File: config.mk
export PLATFORM = sky130hd
export DESIGN_NAME = clk_phase_shifter
export DESIGN_NICKNAME = d
export VERILOG_FILES = /design/src/rtl/clk_phase_shifter.sv
export SDC_FILE = /design/constraint.sdc
export NUM_CORES = 1
export LEC_CHECK = 0
export BUFFER_PORTS_ARGS = -buffer_cell sky130_fd_sc_hd__buf_2
export CAP_MARGIN = 5
export CORE_ASPECT_RATIO = 1.4
export CORE_MARGIN = 2
export CORE_UTILIZATION = 45
export CTS_CLUSTER_DIAMETER = 80
export DETAILED_ROUTE_END_ITERATION = 8
export PLACE_DENSITY_LB_ADDON = 0.05
export SLEW_MARGIN = 20
export SYNTH_ARGS = -nofsm -noshare
export SYNTH_HDL_FRONTEND = slang
export SYNTH_SLANG_ARGS = --single-unit
File: constraint.sdc
create_clock -name clk -period 8.93 [get_ports clk]
set_input_delay 0.4465 -clock clk [delete_from_list [all_inputs] [get_ports clk]]
set_output_delay 0.4465 -clock clk [all_outputs]
set_load 0.01 [all_outputs]
File: src/rtl/clk_phase_shifter.sv
module clk_phase_shifter #(
  parameter int DIV_W   = 8,
  parameter int CTRL_W  = 32,
  parameter int CODE_W  = 2,
  parameter int SPAN_W  = 4,
  parameter int DRV_OFF = 8,
  parameter int SMP_OFF = 20
) (
  input  logic              clk,
  input  logic              rst_n,
  input  logic [DIV_W-1:0]  div_ratio,
  input  logic [DIV_W-1:0]  mod_phase,
  input  logic              mod_en,
  input  logic              wr_en,
  input  logic [CTRL_W-1:0] wr_data,
  input  logic              fw_en,
  input  logic              fw_sel,
  input  logic [CODE_W-1:0] fw_code,
  output logic [CTRL_W-1:0] ctrl_q,
  output logic              drv_clk,
  output logic              smp_clk
);

  localparam int NCH = 2;
  localparam logic [CTRL_W-1:0] SPAN_ONES = CTRL_W'({SPAN_W{1'b1}});
  localparam logic [CTRL_W-1:0] SPAN_MASK = (SPAN_ONES << DRV_OFF) | (SPAN_ONES << SMP_OFF);

  logic [CTRL_W-1:0] ctrl_d;
  logic [DIV_W-1:0]  half;
  logic [NCH-1:0]    outs;

  assign half = div_ratio >> 1;

  always_comb begin
    ctrl_d = ctrl_q;
    if (wr_en) ctrl_d = wr_data;
    if (fw_en) begin
      if (!fw_sel) begin
        ctrl_d[DRV_OFF +: SPAN_W] = '0;
        ctrl_d[DRV_OFF +: CODE_W] = fw_code;
      end else begin
        ctrl_d[SMP_OFF +: SPAN_W] = '0;
        ctrl_d[SMP_OFF +: CODE_W] = fw_code;
      end
    end
  end

  always_ff @(posedge clk) begin
    if (!rst_n) ctrl_q <= '0;
    else        ctrl_q <= ctrl_d;
  end

  for (genvar g = 0; g < NCH; g++) begin : g_ch
    localparam int OFF = (g == 0) ? DRV_OFF : SMP_OFF;

    logic [CODE_W-1:0] act;
    logic [CODE_W-1:0] eff;
    logic [DIV_W-1:0]  code_x;
    logic [DIV_W-1:0]  shift;
    logic [DIV_W-1:0]  lag;
    logic              out_q;

    assign eff    = (mod_phase == '0) ? ctrl_q[OFF +: CODE_W] : act;
    assign code_x = DIV_W'(eff);
    assign shift  = (eff == '0) ? half :
                    (code_x >= div_ratio) ? code_x - div_ratio : code_x;
    assign lag    = (mod_phase >= shift) ? mod_phase - shift
                                         : mod_phase + div_ratio - shift;

    always_ff @(posedge clk) begin
      if (!rst_n) begin
        act   <= '0;
        out_q <= 1'b0;
      end else begin
        act   <= eff;
        out_q <= mod_en && (lag < half);
      end
    end

    assign outs[g] = out_q;

    assert_field_write_R3: assert property (@(posedge clk) disable iff (!rst_n)
      (fw_en && (fw_sel == 1'(g))) |=> ctrl_q[OFF +: SPAN_W] == SPAN_W'($past(fw_code)));

    assert_gate_low_R9: assert property (@(posedge clk) disable iff (!rst_n)
      !mod_en |=> !outs[g]);
  end

  assign drv_clk = outs[0];
  assign smp_clk = outs[1];

  assert_word_write_R2: assert property (@(posedge clk) disable iff (!rst_n)
    (wr_en && !fw_en) |=> ctrl_q == $past(wr_data));

  assert_spans_only_R3: assert property (@(posedge clk) disable iff (!rst_n)
    !wr_en |=> (ctrl_q & ~SPAN_MASK) == ($past(ctrl_q) & ~SPAN_MASK));

  assert_phase_legal_R5: assert property (@(posedge clk) disable iff (!rst_n)
    (div_ratio >= DIV_W'(2)) && (mod_phase < div_ratio));

endmodule

# Word-level counts from Yosys, hierarchy flattened
# Index checks and enable logic that the tools add are counted.
[totals] inputBits=56 reg_bits=38 elab_cells=37
[classes] muxes=13 addsub=7 n_lt_le_gt_ge=6 n_reduce_logical=5
[op_table] operator="$mux 8" count=6
[op_table] operator="$sub 8x8->8" count=4
[op_table] operator="$mux 24" count=1
[op_table] operator="$ge 2x8->1" count=2
[op_table] operator="$ge 8x8->1" count=2
[op_table] operator="$lt 8x7->1" count=2
[op_table] operator="$mux 4" count=4
[op_table] operator="$sub 2x8->8" count=2
[op_table] operator="$add 8x8->8" count=1
[op_table] operator="$logic_not 8->1" count=1
[op_table] operator="$logic_not 2->1" count=2
[op_table] operator="$mux 2" count=2
[op_table] operator="$logic_and 1x1->1" count=2

# Logic depth before layout (Yosys ltp)
[logic_depth] ltp_word=9 depth_mapped=30

# Worst setup path before layout
# Ideal clock, no wire load.
[synth_path] path_type="input port to flip-flop" start="input port mod_phase[1]" end="register g_ch[0].out_q (netlist: drv_clk)" setup_slack_ns=3.215 arrival_ns=5.612 path_buffers=2 t_required_ns=8.827 stages=30 path_cell_list="buf_6 > nor4_4 > nand2_2 > mux2i_2 > inv_1 > ha_1 > nor3b_1 > o211ai_1 > nand3_1 > nor2b_1 > nand2_1 > xnor2_1 > o21ai_0 > ha_1 > inv_1 > ha_1 > a21oi_2 > a221oi_1 > o32ai_1 > buf_2 > mux2_2 > ha_1 > a21o_1 > a21oi_1 > nor2b_1 > o21ai_0 > nand2b_1 > a211oi_1 > inv_1 > a2111oi_2"
[synth_via] elab_chain_len=9 word_cells_on_any_way=14
[synth_rtl] element="start: declaration" line_no="12" rtl="input logic [DIV_W-1:0] mod_phase,"
[synth_rtl] element="$logic_not 8->1 *" line_no="63" rtl="assign eff = (mod_phase == '0) ? ctrl_q[OFF +: CODE_W] : act;"
[synth_rtl] element="$mux 2 *" line_no="63"
[synth_rtl] element="via g_ch[0].eff[1]" line_no="57" rtl="logic [CODE_W-1:0] eff;"
[synth_rtl] element="$sub 2x8->8 / $ge 2x8->1 (equally long branches)" line_no="66" rtl="(code_x >= div_ratio) ? code_x - div_ratio : code_x;"
[synth_rtl] element="$mux 8" line_no="66"
[synth_rtl] element="$mux 8 *" line_no="65" rtl="assign shift = (eff == '0) ? half :"
[synth_rtl] element="$sub 8x8->8 (tied with other cells)" line_no="68" rtl=": mod_phase + div_ratio - shift;"
[synth_rtl] element="$mux 8 *" line_no="67" rtl="assign lag = (mod_phase >= shift) ? mod_phase - shift"
[synth_rtl] element="$lt 8x7->1 *" line_no="76" rtl="out_q <= mod_en && (lag < half);"
[synth_rtl] element="$logic_and 1x1->1 *" line_no="76"
[synth_rtl] element="end signal: assignment" line_no="76"
[synth_rtl] element="end: declaration" line_no="61" rtl="logic out_q;"
# The timed path passes the listed nets; every way through them passes the cells marked *.
# A chain may end at the register's enable or synchronous reset.

# Worst setup path in the final report
[layout_path] start="input port mod_phase[1]" end="register g_ch[1].out_q (netlist: smp_clk)"
[layout_via] elab_chain_len=9 word_cells_on_any_way=14
[layout_rtl] element="$logic_not 8->1 *" line_no="63"
[layout_rtl] element="$mux 2 *" line_no="63"
[layout_rtl] element="via g_ch[1].eff[1]" line_no="57"
[layout_rtl] element="$sub 2x8->8 / $ge 2x8->1 (equally long branches)" line_no="66"
[layout_rtl] element="$mux 8" line_no="66"
[layout_rtl] element="$mux 8 *" line_no="65"
[layout_rtl] element="$sub 8x8->8 (tied with other cells)" line_no="68"
[layout_rtl] element="$mux 8 *" line_no="67"
[layout_rtl] element="$lt 8x7->1 *" line_no="76"
[layout_rtl] element="$logic_and 1x1->1 *" line_no="76"
[layout_rtl] element="end signal: assignment" line_no="76"
[layout_rtl] element="end: declaration" line_no="61"
# Marks and branches as above.

==> results.json <==
{
  "status": "finished, final reports clean",
  "pin_count": 90,
  "route.detailed.drc": 0,
  "initial_core_util_pct": 46.7,
  "p_int_mw": 0.489,
  "insertion_delay_ns": 0.29,
  "period_share_pct": 69.9,
  "hold_viol_final": 0,
  "rows": 40,
  "dr.pass1.iters": 5,
  "cts_root_buffer": "clkbuf_16",
  "async_flop_share_pct": 0,
  "routed_wl_mm": 11.8,
  "grt_pass1_wl_mm": 18.5,
  "seq_area_um2": 761,
  "power_frac_clock_pct": 32.1,
  "clock_skew_ns": 0.00585,
  "synth_area_per_cell_um2": 8.61,
  "final_cells": 661,
  "setup_viol": 0,
  "dieArea_um2": 9780,
  "rsz0062_at_grt": "false",
  "fin_hold_ws_ns": 0.400,
  "chipWidth_um": 84.1,
  "tightestPinTransition_ns": 0.927,
  "crit_fanout": 12,
  "drive_above_1_share_pct": 22.8,
  "arrival_ns": 6.46,
  "place_area_um2": 4570,
  "cp-end-kind": "register",
  "fin_util_pct": 55.1,
  "cts_max_level": 2,
  "gp_congestion": 0.978,
  "synth.area.top_cells": "dfxtp_1 19%, ha_1 16%, mux2i_1 9.6%",
  "yosysWarningCount": 0,
  "synth_nets": 580,
  "startpoint_type": "input port",
  "dp.cells": 653,
  "yosys-top-cells-count": "51 x ha_1, 39 x mux2i_1, 38 x dfxtp_1",
  "yosys.area.top_type_share_pct": 18.8,
  "max_freq_mhz": 160,
  "synth_top_cell_by_area": "dfxtp_1",
  "core-area_um2": 8660,
  "ys_types": 63,
  "synthToLayoutAreaGrowth_pct": 17.9,
  "grt_max_degree": 36,
  "yosys_most_used_dff": "dfxtp_1",
  "pwr-share-comb_pct": 43.1,
  "min_period_ns": 6.24,
  "antenna_cells": 0,
  "swShare_pct": 35.0,
  "yosysMostFrequentCell": "ha_1",
  "switchingPower_mw": 0.263,
  "io_buffer_count": 89,
  "nets": 665,
  "max_slew_margin_pct": 38.2,
  "syn_area_um2": 4050,
  "p_seq_share_pct": 24.7,
  "synth_edf_count": 0,
  "min_path_type": "input port to register",
  "synth-seq-area-share_pct": 18.8,
  "cts_made_buffers": 5,
  "leakage_nw": 2.28,
  "cts_setup_buffers": 0,
  "grt_pass1_vias": 3711,
  "gr-total-overflow": 0,
  "fin_tns_setup_ns": 0,
  "grtUsageTotal_pct": 24.2,
  "ant_nets": 0,
  "vias": 3774,
  "die_y_um": 116,
  "cts_sinks": 38,
  "fill_cells": 825,
  "irDropWorstVdd_mv": 0.116,
  "powerDensity_nw_per_um2": 158,
  "drt_iter0_markers": 101,
  "pre_cts_slack_ns": 2.40,
  "slew_violations": 0,
  "clk_pin_slew_worst_paths_ns": 0.06,
  "routedWlPerCell_um": 17.9,
  "synth-seq-cells": 38,
  "final.setup.worst_slack_ns": 2.69,
  "total_power_mw": 0.752,
  "cts_resized": 0,
  "crit_required_ns": 9.15,
  "stdcell_area_um2": 4770,
  "vias_per_cell": 5.71,
  "clockBufferDepth": 2,
  "multi_input_area_um2": 3100,
  "dp_hpwl_mm": 9.46,
  "ctsHoldBuffers": 0,
  "cap_viol_max_count": 0,
  "cts_tree": "yes",
  "antenna_found_initial": 0,
  "crit_type": "input port to register",
  "synthCells": 470
}
==> layout by cell type (no fill, tap or decap), drive strengths merged, types with 3 or more instances in the layout <==
master,instances
a2111oi,3
a211oi,5
a21o,8
a21oi,33
a31oi,10
and3,7
buf,91
clkbuf,6
dfxtp,38
fa,3
ha,51
inv,32
maj3,3
mux2,10
mux2i,40
nand2,24
nand2b,4
nand3,11
nand4,3
nor2,25
nor2b,31
nor3,6
nor3b,5
nor4,3
o2111ai,3
o211a,5
o211ai,3
o21ai,21
o21bai,4
xnor2,32
xor2,9
==> power groups by stage <==
stage	Combinational [mW]	Clock, mW	Sequential [mW]
final	0.325	0.242	0.186
after global placement	0.317	0	0.189
after global routing	0.359	0.254	0.187
after floorplan	0.228	0	0.194
after CTS	0.324	0.248	0.186
after detailed placement	0.322	0	0.189
==> metal layers <==
| metal | global-route usage, % | vias up | part of all wire (%) | wire (um) |
|---|---|---|---|---|
| met1 | 27.3 | 1733 | 41 | 4830 |
| met4 | 11.7 | 0 | 3.2 | 382 |
| met2 | 44.6 | 133 | 50 | 5940 |
| li1 | - | 1880 | - | - |
| met3 | 3.39 | 28 | 5.7 | 677 |
| met5 | 0 | - | 0 | 0 |
==> area by class of cell <==
class / count / share of cell area (%)
clock buffers: 6 / 2.91
clock inverters: 2 / 1.26
inverters: 32 / 2.52
multi-input cells: 387 / 65.0
flip-flops and latches: 38 / 15.9
well taps: 105 / 2.75
repair buffers: 91 / 9.65
==> state kept, by name (all words and copies together) (netlist names) <==
name      cells
ctrl_q       32
g_ch.act      4
drv_clk       1
smp_clk       1
==> worst max-delay path: stages <==
cell      delay [ns]
buf_2           0.21
nor4_4          0.42
nand2_2         0.22
mux2i_1         0.38
inv_1           0.08
ha_1            0.33
nor3b_1         0.21
o211ai_1        0.15
a31oi_2         0.41
and3_1          0.28
a21oi_1         0.09
ha_1            0.36
a21o_1          0.20
a21o_1          0.19
a21oi_1         0.20
a21oi_1         0.09
a211o_1         0.25
o21a_1          0.29
mux2i_1         0.27
ha_1            0.27
a211oi_1        0.42
nand4_1         0.18
o221ai_2        0.24
o211ai_2        0.12
a21oi_2         0.13
==> final timing paths <==
check                                            from                    end  slack (ns)  depth (start not counted)
worst max-delay path                     mod_phase[1]     smp_clk$_SDFF_PN0_        2.69                         25
worst min-delay path                      wr_data[23]  ctrl_q[23]$_SDFF_PN0_        0.40                          3
worst max register to register  ctrl_q[21]$_SDFF_PN0_     smp_clk$_SDFF_PN0_        3.42                         22
worst min register to register  ctrl_q[11]$_SDFF_PN0_  ctrl_q[11]$_SDFF_PN0_        0.49                          2
==> cells by family (layout without fill, tap and decap cells) <==
logic type | after synthesis | in the layout | synth area share (%)
xor+xnor | 41 | 41 | 8.87
compound gates | 112 | 112 | 19.3
mux | 50 | 50 | 13.0
fa+ha+maj | 57 | 57 | 18.1
simple gates | 127 | 127 | 17.4
buf+inv | 45 | 131 | 4.61
flops | 38 | 38 | 18.8
Note: power is estimated with default switching activity, not from simulation.
